## config.mk

```make
export PLATFORM = sky130hd
export DESIGN_NAME = i2c_regport
export DESIGN_NICKNAME = d
export VERILOG_FILES = /design/src/rtl/i2c_regport_pkg.sv /design/src/rtl/i2c_line_sync.sv /design/src/rtl/i2c_regbank.sv /design/src/rtl/i2c_link.sv /design/src/rtl/i2c_regport.sv
export SDC_FILE = /design/constraint.sdc
export NUM_CORES = 1
export LEC_CHECK = 0
export ABC_AREA = 1
export BUFFER_PORTS_ARGS = -buffer_cell sky130_fd_sc_hd__buf_4
export CAP_MARGIN = 5
export CORE_ASPECT_RATIO = 0.6
export CORE_MARGIN = 3
export CORE_UTILIZATION = 50
export DETAILED_ROUTE_END_ITERATION = 10
export GPL_ROUTABILITY_DRIVEN = 1
export GPL_TIMING_DRIVEN = 0
export PLACE_DENSITY_LB_ADDON = 0.1
export SLEW_MARGIN = 20
export SYNTH_ARGS = -nofsm -noshare
export SYNTH_HDL_FRONTEND = slang
export SYNTH_HIERARCHICAL = 1
export SYNTH_SLANG_ARGS = --single-unit
```

## constraint.sdc

```tcl
create_clock -name clk -period 2.8 [get_ports clk]
set_clock_uncertainty 0.1 [all_clocks]
set_input_delay 0.56 -clock clk [delete_from_list [all_inputs] [get_ports clk]]
set_output_delay 0.56 -clock clk [all_outputs]
set_load 0.03 [all_outputs]
```

## src/rtl/i2c_regport_pkg.sv

```systemverilog
package i2c_regport_pkg;
  typedef enum logic [2:0] {
    ST_IDLE, ST_ADDR, ST_MAP, ST_WDATA, ST_ACK, ST_RDATA, ST_RACK, ST_IGNORE
  } link_st_e;
endpackage

```

## src/rtl/i2c_line_sync.sv

```systemverilog
module i2c_line_sync #(
  parameter int STAGES = 2
) (
  input  logic clk,
  input  logic rst_n,
  input  logic scl_i,
  input  logic sda_i,
  output logic sda_s,
  output logic scl_rise,
  output logic scl_fall,
  output logic start_det,
  output logic stop_det
);
  logic [STAGES-1:0] scl_ff, sda_ff;
  logic scl_s, scl_q, sda_q;

  always_ff @(posedge clk or negedge rst_n) begin
    if (!rst_n) begin
      scl_ff <= '1;
      sda_ff <= '1;
      scl_q  <= 1'b1;
      sda_q  <= 1'b1;
    end else begin
      scl_ff <= {scl_ff[STAGES-2:0], scl_i};
      sda_ff <= {sda_ff[STAGES-2:0], sda_i};
      scl_q  <= scl_s;
      sda_q  <= sda_s;
    end
  end

  assign scl_s     = scl_ff[STAGES-1];
  assign sda_s     = sda_ff[STAGES-1];
  assign scl_rise  = scl_s & ~scl_q;
  assign scl_fall  = ~scl_s & scl_q;
  assign start_det = scl_s & scl_q & sda_q & ~sda_s;
  assign stop_det  = scl_s & scl_q & ~sda_q & sda_s;
endmodule

```

## src/rtl/i2c_regbank.sv

```systemverilog
module i2c_regbank #(
  parameter int A_LO = 1,
  parameter int A_HI = 8,
  parameter int B_LO = 9,
  parameter int B_HI = 17
) (
  input  logic       clk,
  input  logic       rst_n,
  input  logic       we,
  input  logic [6:0] waddr,
  input  logic [7:0] wdata,
  input  logic [6:0] raddr,
  output logic [7:0] rdata
);
  localparam int NA   = A_HI - A_LO + 1;
  localparam int NB   = B_HI - B_LO + 1;
  localparam int NREG = NA + NB;

  logic [NREG-1:0][7:0] mem;
  logic [NREG-1:0]      hit_w, hit_r;

  for (genvar g = 0; g < NREG; g++) begin : g_dec
    localparam int RA = (g < NA) ? (A_LO + g) : (B_LO + g - NA);
    assign hit_w[g] = (waddr == 7'(RA));
    assign hit_r[g] = (raddr == 7'(RA));
  end

  always_ff @(posedge clk or negedge rst_n) begin
    if (!rst_n) mem <= '0;
    else begin
      for (int i = 0; i < NREG; i++)
        if (we && hit_w[i]) mem[i] <= wdata;
    end
  end

  always_comb begin
    rdata = '0;
    for (int i = 0; i < NREG; i++)
      if (hit_r[i]) rdata = rdata | mem[i];
  end

  // an out-of-window write leaves every register untouched
  p_oob_write_ignored_r7: assert property (@(posedge clk) disable iff (!rst_n)
    (we && !(|hit_w)) |=> $stable(mem));
  // an out-of-window pointer reads as zero
  p_oob_read_zero_r7: assert property (@(posedge clk) disable iff (!rst_n)
    !(|hit_r) |-> (rdata == 8'h00));
endmodule

```

## src/rtl/i2c_link.sv

```systemverilog
module i2c_link
  import i2c_regport_pkg::*;
#(
  parameter logic [5:0] DEV_HI = 6'b001100,
  parameter int A_LO = 1,
  parameter int A_HI = 8,
  parameter int B_LO = 9,
  parameter int B_HI = 17
) (
  input  logic       clk,
  input  logic       rst_n,
  input  logic       sda_s,
  input  logic       scl_rise,
  input  logic       scl_fall,
  input  logic       start_det,
  input  logic       stop_det,
  input  logic       addr_lsb,
  input  logic [7:0] rdata,
  output logic       sda_oe,
  output logic       we,
  output logic [6:0] waddr,
  output logic [7:0] wdata,
  output logic [6:0] raddr
);
  link_st_e   st;
  logic [7:0] sh, tx, ptr;
  logic [2:0] cnt;
  logic       byte_done, rw, map_seen, mack;
  logic       ptr_step;
  logic [7:0] ptr_nxt;

  function automatic logic [6:0] win_step(input logic [6:0] a);
    if (a == 7'(A_HI)) return 7'(A_LO);
    if (a == 7'(B_HI)) return 7'(B_LO);
    if ((a >= 7'(A_LO) && a < 7'(A_HI)) || (a >= 7'(B_LO) && a < 7'(B_HI)))
      return a + 7'd1;
    return a;
  endfunction

  assign ptr_nxt  = ptr[7] ? {1'b1, win_step(ptr[6:0])} : ptr;
  assign ptr_step = !start_det && !stop_det && scl_fall && byte_done &&
                    (st == ST_WDATA || st == ST_RDATA);
  assign raddr    = ptr[6:0];

  always_ff @(posedge clk or negedge rst_n) begin
    if (!rst_n) begin
      st <= ST_IDLE; sh <= '0; tx <= '0; ptr <= '0; cnt <= '0;
      byte_done <= 1'b0; rw <= 1'b0; map_seen <= 1'b0; mack <= 1'b0;
      sda_oe <= 1'b0; we <= 1'b0; waddr <= '0; wdata <= '0;
    end else begin
      we <= 1'b0;
      if (start_det) begin
        st <= ST_ADDR; cnt <= '0; byte_done <= 1'b0;
        sda_oe <= 1'b0; map_seen <= 1'b0;
      end else if (stop_det) begin
        st <= ST_IDLE; sda_oe <= 1'b0;
      end else begin
        unique case (st)
          ST_ADDR, ST_MAP, ST_WDATA: begin
            if (scl_rise) begin
              sh <= {sh[6:0], sda_s};
              cnt <= cnt + 3'd1;
              byte_done <= (cnt == 3'd7);
            end else if (scl_fall && byte_done) begin
              byte_done <= 1'b0;
              if (st == ST_ADDR) begin
                if (sh[7:1] == {DEV_HI, addr_lsb}) begin
                  rw <= sh[0]; sda_oe <= 1'b1; st <= ST_ACK;
                end else st <= ST_IGNORE;
              end else if (st == ST_MAP) begin
                ptr <= sh; map_seen <= 1'b1; sda_oe <= 1'b1; st <= ST_ACK;
              end else begin
                we <= 1'b1; waddr <= ptr[6:0]; wdata <= sh;
                ptr <= ptr_nxt; sda_oe <= 1'b1; st <= ST_ACK;
              end
            end
          end
          ST_ACK: if (scl_fall) begin
            cnt <= '0; byte_done <= 1'b0;
            if (rw) begin
              tx <= rdata; sda_oe <= ~rdata[7]; st <= ST_RDATA;
            end else begin
              sda_oe <= 1'b0; st <= map_seen ? ST_WDATA : ST_MAP;
            end
          end
          ST_RDATA: begin
            if (scl_rise) begin
              cnt <= cnt + 3'd1;
              byte_done <= (cnt == 3'd7);
            end else if (scl_fall) begin
              if (byte_done) begin
                byte_done <= 1'b0; sda_oe <= 1'b0;
                ptr <= ptr_nxt; st <= ST_RACK;
              end else begin
                tx <= {tx[6:0], 1'b0}; sda_oe <= ~tx[6];
              end
            end
          end
          ST_RACK: begin
            if (scl_rise) mack <= ~sda_s;
            else if (scl_fall) begin
              if (mack) begin
                tx <= rdata; sda_oe <= ~rdata[7]; cnt <= '0; st <= ST_RDATA;
              end else st <= ST_IGNORE;
            end
          end
          default: ;
        endcase
      end
    end
  end

  // idle bus is never pulled
  p_idle_quiet_r10: assert property (@(posedge clk) disable iff (!rst_n)
    (st == ST_IDLE) |-> !sda_oe);
  // the pull changes only after a falling SCL, START or STOP
  p_oe_on_fall_r10: assert property (@(posedge clk) disable iff (!rst_n)
    (!scl_fall && !start_det && !stop_det) |=> $stable(sda_oe));
  // an ignored transfer never pulls SDA
  p_mismatch_quiet_r2: assert property (@(posedge clk) disable iff (!rst_n)
    (st == ST_IGNORE) |-> !sda_oe);
  // the acknowledge slot is driven low
  p_ack_driven_r1: assert property (@(posedge clk) disable iff (!rst_n)
    (st == ST_ACK) |-> sda_oe);
  // START restarts the address phase
  p_start_restart_r9: assert property (@(posedge clk) disable iff (!rst_n)
    start_det |=> (st == ST_ADDR));
  // STOP returns to idle
  p_stop_idle_r9: assert property (@(posedge clk) disable iff (!rst_n)
    (stop_det && !start_det) |=> (st == ST_IDLE));
  // with auto-step off the pointer holds
  p_hold_r4: assert property (@(posedge clk) disable iff (!rst_n)
    (ptr_step && !ptr[7]) |=> $stable(ptr));
  // stepping inside the low window stays inside it
  p_win_a_r5: assert property (@(posedge clk) disable iff (!rst_n)
    (ptr_step && ptr[7] && ptr[6:0] >= 7'(A_LO) && ptr[6:0] <= 7'(A_HI))
      |=> (ptr[6:0] >= 7'(A_LO) && ptr[6:0] <= 7'(A_HI)));
  // stepping inside the high window stays inside it
  p_win_b_r6: assert property (@(posedge clk) disable iff (!rst_n)
    (ptr_step && ptr[7] && ptr[6:0] >= 7'(B_LO) && ptr[6:0] <= 7'(B_HI))
      |=> (ptr[6:0] >= 7'(B_LO) && ptr[6:0] <= 7'(B_HI)));
endmodule

```

## src/rtl/i2c_regport.sv

```systemverilog
module i2c_regport #(
  parameter logic [5:0] DEV_HI      = 6'b001100,
  parameter int         SYNC_STAGES = 2,
  parameter int         A_LO        = 1,
  parameter int         A_HI        = 8,
  parameter int         B_LO        = 9,
  parameter int         B_HI        = 17
) (
  input  logic clk,
  input  logic rst_n,
  input  logic scl_i,
  input  logic sda_i,
  input  logic addr_lsb,
  output logic sda_oe
);
  logic       sda_s, scl_rise, scl_fall, start_det, stop_det, we;
  logic [6:0] waddr, raddr;
  logic [7:0] wdata, rdata;

  i2c_line_sync #(.STAGES(SYNC_STAGES)) u_sync (
    .clk(clk), .rst_n(rst_n), .scl_i(scl_i), .sda_i(sda_i),
    .sda_s(sda_s), .scl_rise(scl_rise), .scl_fall(scl_fall),
    .start_det(start_det), .stop_det(stop_det)
  );

  i2c_link #(.DEV_HI(DEV_HI), .A_LO(A_LO), .A_HI(A_HI), .B_LO(B_LO), .B_HI(B_HI)) u_link (
    .clk(clk), .rst_n(rst_n), .sda_s(sda_s), .scl_rise(scl_rise),
    .scl_fall(scl_fall), .start_det(start_det), .stop_det(stop_det),
    .addr_lsb(addr_lsb), .rdata(rdata), .sda_oe(sda_oe), .we(we),
    .waddr(waddr), .wdata(wdata), .raddr(raddr)
  );

  i2c_regbank #(.A_LO(A_LO), .A_HI(A_HI), .B_LO(B_LO), .B_HI(B_HI)) u_bank (
    .clk(clk), .rst_n(rst_n), .we(we), .waddr(waddr), .wdata(wdata),
    .raddr(raddr), .rdata(rdata)
  );
endmodule

```

### Yosys cells after proc, flatten, opt, wreduce, memory -nomap -nowiden

Index checks and enable logic that the tools add are counted.

| operators by class | value |
|---|---|
| reductions and logical operators | 42 |
| mux-type cells | 107 |
| bitwise operators | 34 |
| equal/unequal tests | 73 |
| add/sub/neg operators | 2 |
| order comparisons | 4 |

Operators by type and width:

| operator | count |
|---|---|
| $mux W8 | 25 |
| $or A8 B8 Y8 | 16 |
| $eq A7 B4 Y1 const B | 16 |
| $mux W7 | 14 |
| $eq A7 B3 Y1 const B | 8 |
| $mux W3 | 18 |
| $mux W1 | 41 |
| $eq A7 B2 Y1 const B | 4 |
| $eq A7 B5 Y1 const B | 4 |
| $ne A4 B3 Y1 const B | 7 |
| $pmux W7 S3 | 1 |
| $reduce_and A7 Y1 | 3 |
| $logic_and A1 B1 Y1 | 20 |
| $reduce_and A9 Y1 | 2 |
| $ne A2 B1 Y1 const B | 8 |
| $pmux W8 S2 | 1 |
| $eq A7 B1 Y1 const B | 2 |
| $ne A2 B2 Y1 const B | 7 |
| $eq A3 B3 Y1 const B | 4 |
| $ne A4 B4 Y1 const B | 3 |
| $pmux W3 S4 | 1 |
| $not A1 Y1 | 11 |
| $reduce_and A11 Y1 | 1 |
| $reduce_and A10 Y1 | 1 |
| other kinds (28) | 44 |

| word-level totals | value |
|---|---|
| register bits | 192 |
| bits of input ports | 5 |
| logic and storage cells | 296 |
| output and inout bits | 1 |

### Depth between registers and ports, before layout

Gate-level depths: netlist of the first run.

| depth | value |
|---|---|
| depth after elaboration | 41 |
| gate-level depth with buffers | 19 |

### Cells and area by module

The synthesis of the first run kept the hierarchy.

By module, submodules not included:

| module | cells an instance | seq. area each (um^2) | area each (um^2) | times used |
|---|---|---|---|---|
| i2c_regbank | 816 | 3403.3 | 6398.6 | 1 |
| i2c_link | 389 | 1251.2 | 2920.3 | 1 |
| i2c_line_sync | 17 | 157.7 | 198.9 | 1 |

### Worst setup path before layout of the first run

No wires, ideal clock.

| timing path | value |
|---|---|
| path type | register -> register |
| from | reg u_link.ptr[1] |
| to | reg u_link.sda_oe |
| stages on the path, launching flop included | 19 |
| setup slack | 0.660 ns |
| arrival time | 1.920 ns |
| required time | 2.580 ns |
| period minus slack after synthesis | 2.140 ns |
| path buffers | 2 |
| path through | dfrtp_1 buf_4 buf_6 nor2_2 nand2_1 inv_1 nand3_1 nand2_1 nor2_1 nand2_1 nor2_1 nand2_1 inv_1 nand4_1 nand3_1 nor2_1 nand3_1 nand2_1 nor2_1 |

| between the ends | value |
|---|---|
| word-level cells in the longest chain between the ends | 41 |

Ends and longest elaborated chain:

| element | RTL line | RTL |
|---|---|---|
| start, declared | i2c_link.sv:26 | `logic [7:0] sh, tx, ptr;` |
| start signal, assigned | i2c_link.sv:47 | `st <= ST_IDLE; sh <= '0; tx <= '0; ptr <= '0; cnt <= '0;` |
| start signal, assigned | i2c_link.sv:71 | `ptr <= sh; map_seen <= 1'b1; sda_oe <= 1'b1; st <= ST_ACK;` |
| start signal, assigned | i2c_link.sv:74 | `ptr <= ptr_nxt; sda_oe <= 1'b1; st <= ST_ACK;` |
| $eq A7 B1 Y1 | i2c_regbank.sv:25 | `assign hit_r[g] = (raddr == 7'(RA));` |
| $mux W8 | i2c_regbank.sv:39 | `if (hit_r[i]) rdata = rdata \| mem[i];` |
| $or A8 B8 Y8 | i2c_regbank.sv:39 |  |
| $mux W8 | i2c_regbank.sv:39 |  |
| $or A8 B8 Y8 | i2c_regbank.sv:39 |  |
| $mux W8 | i2c_regbank.sv:39 |  |
| $or A8 B8 Y8 | i2c_regbank.sv:39 |  |
| $mux W8 | i2c_regbank.sv:39 |  |
| [... 26 more ...] | -- |  |
| net rdata[7] | i2c_regport.sv:18 | `logic [7:0] wdata, rdata;` |
| $not A1 Y1 (*) | i2c_link.sv:81, i2c_link.sv:103 |  |
| $mux W1 | i2c_link.sv:102 | `if (mack) begin` |
| $mux W1 | i2c_link.sv:101 | `else if (scl_fall) begin` |
| $mux W1 | i2c_link.sv:100 | `if (scl_rise) mack <= ~sda_s;` |
| $pmux W1 S4 (*) | i2c_link.sv:58 | `unique case (st)` |
| $mux W1 (*) | i2c_link.sv:55 | `end else if (stop_det) begin` |
| $mux W1 (*) | i2c_link.sv:52 | `if (start_det) begin` |
| end signal, assigned | i2c_link.sv:95 | `tx <= {tx[6:0], 1'b0}; sda_oe <= ~tx[6];` |
| end, declared | i2c_link.sv:19 | `output logic sda_oe,` |

The timed path passes the listed nets; every way through them passes the cells marked *. The select of a mux whose other input is x is not followed.
A chain may end at the register's enable or synchronous reset.

### Worst setup path after layout of the first run

Ends and elaborated chain as after synthesis.

==> results of run 1 <==
[layer usage]
metal	track usage (%)	part of all wire (%)	routed length [um]	vias to the layer above
li1	-	-	-	4006
met1	47.3	51	14200	4018
met2	32.8	36	10100	344
met3	9.96	12	3370	18
met4	5.18	0.89	248	0
met5	0	0	0	-
[cells by family after synthesis]
| kind of cell | share of synthesized area (%) |
|---|---|
| fa+ha+maj | 0.657 |
| buf+inv | 6.94 |
| xor+xnor | 0.0920 |
| compound gates | 11.6 |
| simple gates | 30.2 |
| flops | 50.6 |
[worst max-delay path: cells and delay by family, from the launching register on]
family	cells	cell delay [ps]
and+or+nand+nor	15	1650
buffers and inverters	3	340
DFF	1	440
[final cells by class]
type | count | area (um^2)
Inverter | 94 | 355
Clock buffer | 24 | 502
Clock inverter | 8 | 126
Buffer | 57 | 308
Tap cell | 240 | 300
Sequential cell | 192 | 4810
Multi-Input combinational cell | 879 | 4070
Fill cell | 1741 | 7770
Timing Repair Buffer | 8 | 110
[cell usage in the layout (no fill, tap or decap), drive strengths merged, types with 3 or more instances in the layout]
master    count
a21oi        16
buf          41
bufinv        3
clkbuf       47
clkinv        7
clkinvlp      3
dfrtp       186
dfstp         6
ha            5
inv          89
nand2       410
nand3       127
nand4        11
nor2         98
nor3         13
o21ai       191
[state kept, by name, indices dropped and copies added (netlist names)]
signal,flops
u_bank/mem,136
u_link/byte_done,1
u_link/cnt,3
u_link/mack,1
u_link/map_seen,1
u_link/ptr,8
u_link/rw,1
u_link/sda_oe,1
u_link/sh,8
u_link/st,3
u_link/tx,7
u_link/waddr,7
u_link/wdata,8
u_link/we,1
u_sync/scl_ff,2
u_sync/scl_q,1
u_sync/sda_ff,2
u_sync/sda_q,1
[metrics by stage]
stage / utilization, % / setup slack (ps)
final: 57.7 / 175
after global routing: 57.7 / -32.8
after CTS: 57.5 / 82.6
after detailed placement: 54.0 / 86.2
after global placement: 53.7 / -223
after floorplan: - / 660
[path summary, 6_finish.rpt]
check	endpoint	slack [ps]
min in group asynchronous	u_bank/mem[3]$_DFFE_PN0P_	490
max	u_link/sda_oe$_DFFE_PN0P_	180
max in group asynchronous	u_link/ptr[1]$_DFFE_PN0P_	1020
max reg2reg	u_link/sda_oe$_DFFE_PN0P_	180
min reg2reg	u_sync/sda_ff[1]$_DFF_PN1_	250
min	u_sync/scl_ff[0]$_DFF_PN1_	130
[power by group]
group	total [mW]	internal, mW	leakage (nW)	switching [mW]
Clock	2.59	1.53	0.299	1.07
Sequential	3.04	2.92	2.64	0.121
Combinational	1.92	0.541	2.11	1.38
[timing repair]
item | 4_1_cts | 5_1_grt
resized for setup | 0 | 10
endpoints found under the hold margin | 37 | 0
setup endpoints to repair | 0 | 3
hold buffers | 1 | 0
==> impl_metrics.json, run 1 <==
{
  "synthArstFlopShare_pct": 100,
  "leakage_nw": 5.05,
  "wl_um": 27900,
  "die_area_um2": 20800,
  "cts_num_sinks": 192,
  "slew_viol_final": 0,
  "final_cells": 1502,
  "synthTopCellsByArea": "dfrtp_1, nand2_1, o21ai_0",
  "io_buffers": 5,
  "synthFlopType": "dfrtp_1",
  "routedWlPerCell_um": 18.6,
  "place.gp.congestion": 0.947,
  "run_status": "finished, final reports clean",
  "fp.dieH_um": 113,
  "max_stage_delay_ps": 440,
  "worstSetupEndpointType": "flop",
  "design_area_um2": 10600,
  "powerDensity_nw_per_um2": 713,
  "syn_avg_cell_area_um2": 7.79,
  "n_antenna_cell": 0,
  "min_path_cells": 1,
  "htree_levels": 4,
  "ys_seq_area_share_pct": 50.6,
  "cp_slowest_cell": "dfrtp_1",
  "grt_pass1_vias": 7512,
  "critPathKind": "flop to flop",
  "dp.cells": 1469,
  "start_kind": "flop",
  "yosys_warnings": 6,
  "syn_nets": 1232,
  "holdWs_ps": 126,
  "synth_edf_count": 0,
  "syn_to_final_growth_pct": 11.2,
  "final-setup-viol-count": 0,
  "synth.most_common_cell": "nand2_1",
  "tightest_slew_ps": 1010,
  "worstReg2RegStart": "u_link/ptr[1]$_DFFE_PN0P_",
  "grt-ovfl-total": 0,
  "grt_max_degree": 89,
  "cts_tree": "built",
  "drive_gt1_share_pct": 11.1,
  "min-delay-start": "scl_i",
  "first_pass_iters": 6,
  "netlist_area_um2": 9520,
  "power.total_mw": 7.55,
  "hp-class": "primary input to flop",
  "ys_types": 35,
  "cts.clk_slew.worst_paths_ps": 70,
  "io_pins": 6,
  "placed_area_um2": 9920,
  "ys_seq_elements": 192,
  "initial_core_util_pct": 51.9,
  "worstSkewPairLatency_ps": 440,
  "rsz0062_at_grt": "yes",
  "synth_top_area_share_pct": 48.9,
  "critPathLaunch": "u_link/ptr[1]$_DFFE_PN0P_",
  "crit_chain": "buf_4 > buf_6 > nor2_4 > nand2_1 > nor2_1 > nand2_1 > nand2_1 > nor2_1 > nand2_1 > nor2_1 > nand2_1 > inv_1 > nand3_1 > nand3_1 > nor2_1 > nand3_1 > nand2_1 > nor2_1",
  "coreArea_um2": 18400,
  "drtIter0Drc": 1084,
  "cts_root_buffer": "clkbuf_16",
  "crit_fanout": 10,
  "drc": 0,
  "fin_crit_ps": 2620,
  "ant_nets": 0,
  "cts_buffers": 17,
  "fp.dieW_um": 184,
  "hold_viol": 0,
  "grt_util_all_layers_pct": 27.9,
  "postCtsSetupRepairBufs": 0,
  "viasPerCell": 5.58,
  "max_freq_ghz": 0.381,
  "ir_worst_vdd_v": 0.000563,
  "fin_tns_setup_ps": 0,
  "rows": 38,
  "crit_top_cell": "nand2_1",
  "r2r_cells": 18,
  "fin_nets": 1259,
  "syn_inst": 1222,
  "antenna_found_initial": 0,
  "clockBufferDepth": 2,
  "cap_violations": 0,
  "yosys-top-cells-count": "nand2_1, dfrtp_1, o21ai_0, nand3_1, nor2_1",
  "synth_largest_area_cell": "dfrtp_1",
  "period_share_pct": 93.7,
  "dp_hpwl_um": 20300,
  "crit_arrival_ps": 2850,
  "vias": 8386,
  "slew_headroom_pct": 31.7,
  "required_ps": 3030,
  "grt_pass1_wl_um": 43600
}
Note: power is estimated with default switching activity, not from simulation.
==> run 2, diff against run 1 <==
CTS_BUF_LIST = sky130_fd_sc_hd__clkbuf_4 sky130_fd_sc_hd__clkbuf_8   (was default)
==> impl_metrics.json, run 2 (synthesis gave the netlist of run 1 again) <==
{
  "io_pins": 6,
  "dp.cells": 1469,
  "cts.clk_slew.worst_paths_ps": 90,
  "tightest_slew_ps": 1030,
  "mostFrequentLayoutCell": "nand2_1",
  "first_pass_iters": 5,
  "drc": 0,
  "required_ps": 3080,
  "io_buffers": 5,
  "cap_violations": 0,
  "antenna_found_initial": 0,
  "worstSetupEndpointType": "flop",
  "viasPerCell": 5.56,
  "slew_viol_final": 0,
  "multi_input_area_um2": 4070,
  "design_area_um2": 10400,
  "fin_util_pct": 56.7,
  "crit_arrival_ps": 2900,
  "rsz0062_at_grt": "yes",
  "dp_hpwl_um": 20300,
  "place.gp.congestion": 0.947,
  "critPathKind": "flop to flop",
  "drtIter0Drc": 1008,
  "grt_util_all_layers_pct": 27.6,
  "regArea_um2": 4810,
  "largest_reg_flops": 136,
  "rows": 38,
  "period_share_pct": 93.6,
  "cts_tree": "built",
  "final-setup-viol-count": 0,
  "ir_worst_vdd_v": 0.000520,
  "syn_to_final_growth_pct": 9.31,
  "cts_root_buffer": "clkbuf_8",
  "largest_register": "u_bank/mem",
  "die_area_um2": 20800,
  "vias": 8346,
  "n_antenna_cell": 0,
  "coreArea_um2": 18400,
  "worstSkewPairLatency_ps": 490,
  "slew_headroom_pct": 30.7,
  "crit_fanout": 10,
  "wl_um": 27600,
  "clockBufferDepth": 2,
  "crit_top_cell": "nand2_1",
  "final_cell_mix": "nand2_1, dfrtp_1, o21ai_0",
  "power.total_mw": 6.96,
  "fin_crit_ps": 2620,
  "fp.dieW_um": 184,
  "drive_gt1_share_pct": 11.3,
  "fin_nets": 1259,
  "crit_chain": "buf_4 > buf_6 > nand2_1 > nor2_2 > clkbuf_4 > nand3_1 > nand2_1 > nor2_1 > nand2_1 > nor2_1 > nand2_1 > nand2_1 > o21ai_0 > nand2_1 > o21ai_2",
  "powerDensity_nw_per_um2": 669,
  "hold_viol": 0,
  "cp_slowest_cell": "dfrtp_1",
  "ant_nets": 0,
  "grt-ovfl-total": 0,
  "cts_buffers": 17,
  "holdWs_ps": 75.7,
  "start_kind": "flop",
  "placed_area_um2": 9920,
  "initial_core_util_pct": 51.9,
  "htree_levels": 4,
  "fp.dieH_um": 113,
  "leakage_nw": 4.97,
  "run_status": "finished, final reports clean",
  "grt_pass1_vias": 7422,
  "grt_pass1_wl_um": 43100,
  "grt_max_degree": 89,
  "max_stage_delay_ps": 460,
  "max_freq_ghz": 0.381,
  "final_cells": 1502,
  "cts_num_sinks": 192,
  "nFillCells": 1772,
  "routedWlPerCell_um": 18.4,
  "hp-class": "primary input to flop"
}
==> run 2: cell types whose count changed in the layout (fill, tap and decap cells not counted) <==
cell	change
clkbuf_16	-17
clkbuf_8	+17
clkbuf_1	-2
clkbuf_4	+2
nor2_1	-1
nor2_2	+1
==> run 2: area by class of cell <==
type	instances	area share [%]
repair buffers	8	1.06
flip-flops and latches	192	46.3
clock buffers	24	3.05
well taps	240	2.89
multi-input cells	879	39.1
inverters	94	3.42
clock inverters	8	1.21
plain buffers	57	2.96
==> run 2: final timing paths <==
path / startpoint / end / slack, ps / cells past startpoint
setup / recovery: u_link/ptr[1]$_DFFE_PN0P_ / u_link/tx[2]$_DFFE_PN0P_ / 180 / 15
hold reg to reg: u_sync/sda_ff[0]$_DFF_PN1_ / u_sync/sda_ff[1]$_DFF_PN1_ / 260 / 0
setup reg to reg: u_link/ptr[1]$_DFFE_PN0P_ / u_link/tx[2]$_DFFE_PN0P_ / 180 / 15
min in group asynchronous: rst_n / u_bank/mem[40]$_DFFE_PN0P_ / 430 / 2
hold / removal: sda_i / u_sync/sda_ff[0]$_DFF_PN1_ / 80 / 1
max in group asynchronous: rst_n / u_link/wdata[4]$_DFFE_PN0P_ / 1070 / 4
==> run 2: what timing repair did <==
| item | 4_1_cts | 5_1_grt |
|---|---|---|
| endpoints found under the hold margin | 37 | 0 |
| setup endpoints to repair | 0 | 3 |
| resized for setup | 0 | 11 |
| hold buffers | 1 | 0 |
| buffers inserted | 0 | 0 |
==> run 2: power by group <==
part           leakage, nW  internal [mW]  switching [mW]
registers             2.64           2.91           0.123
clock network        0.218           1.02           0.987
logic                 2.11          0.541            1.38
total                 4.97           4.48            2.49
==> run 2: metal layers <==
| layer | vias up | routed length, um | share of wire [%] | GRT usage (%) |
|---|---|---|---|---|
| li1 | 3999 | - | - | - |
| met1 | 3994 | 14200 | 51 | 46.8 |
| met2 | 325 | 9850 | 36 | 32.1 |
| met3 | 28 | 3250 | 12 | 10.3 |
| met4 | 0 | 309 | 1.1 | 5.74 |
| met5 | - | 0 | 0 | 0 |
==> run 2: worst max-delay path, delay by kind of cell, from the launching register on <==
kind / cells / cell delay, ps
and+or+nand+nor: 10 / 1310
DFF: 1 / 460
buffers and inverters: 3 / 530
AOI/OAI and AO/OA: 2 / 130
==> run 2: stage by stage <==
step | TNS, ps | setup WS (ps)
2_1_floorplan | 0 | 660
3_3_place_gp | -37010 | -223
3_5_place_dp | 0 | 86.2
4_1_cts | 0 | 84.6
5_1_grt | -8.67 | -8.67
6_report | 0 | 178
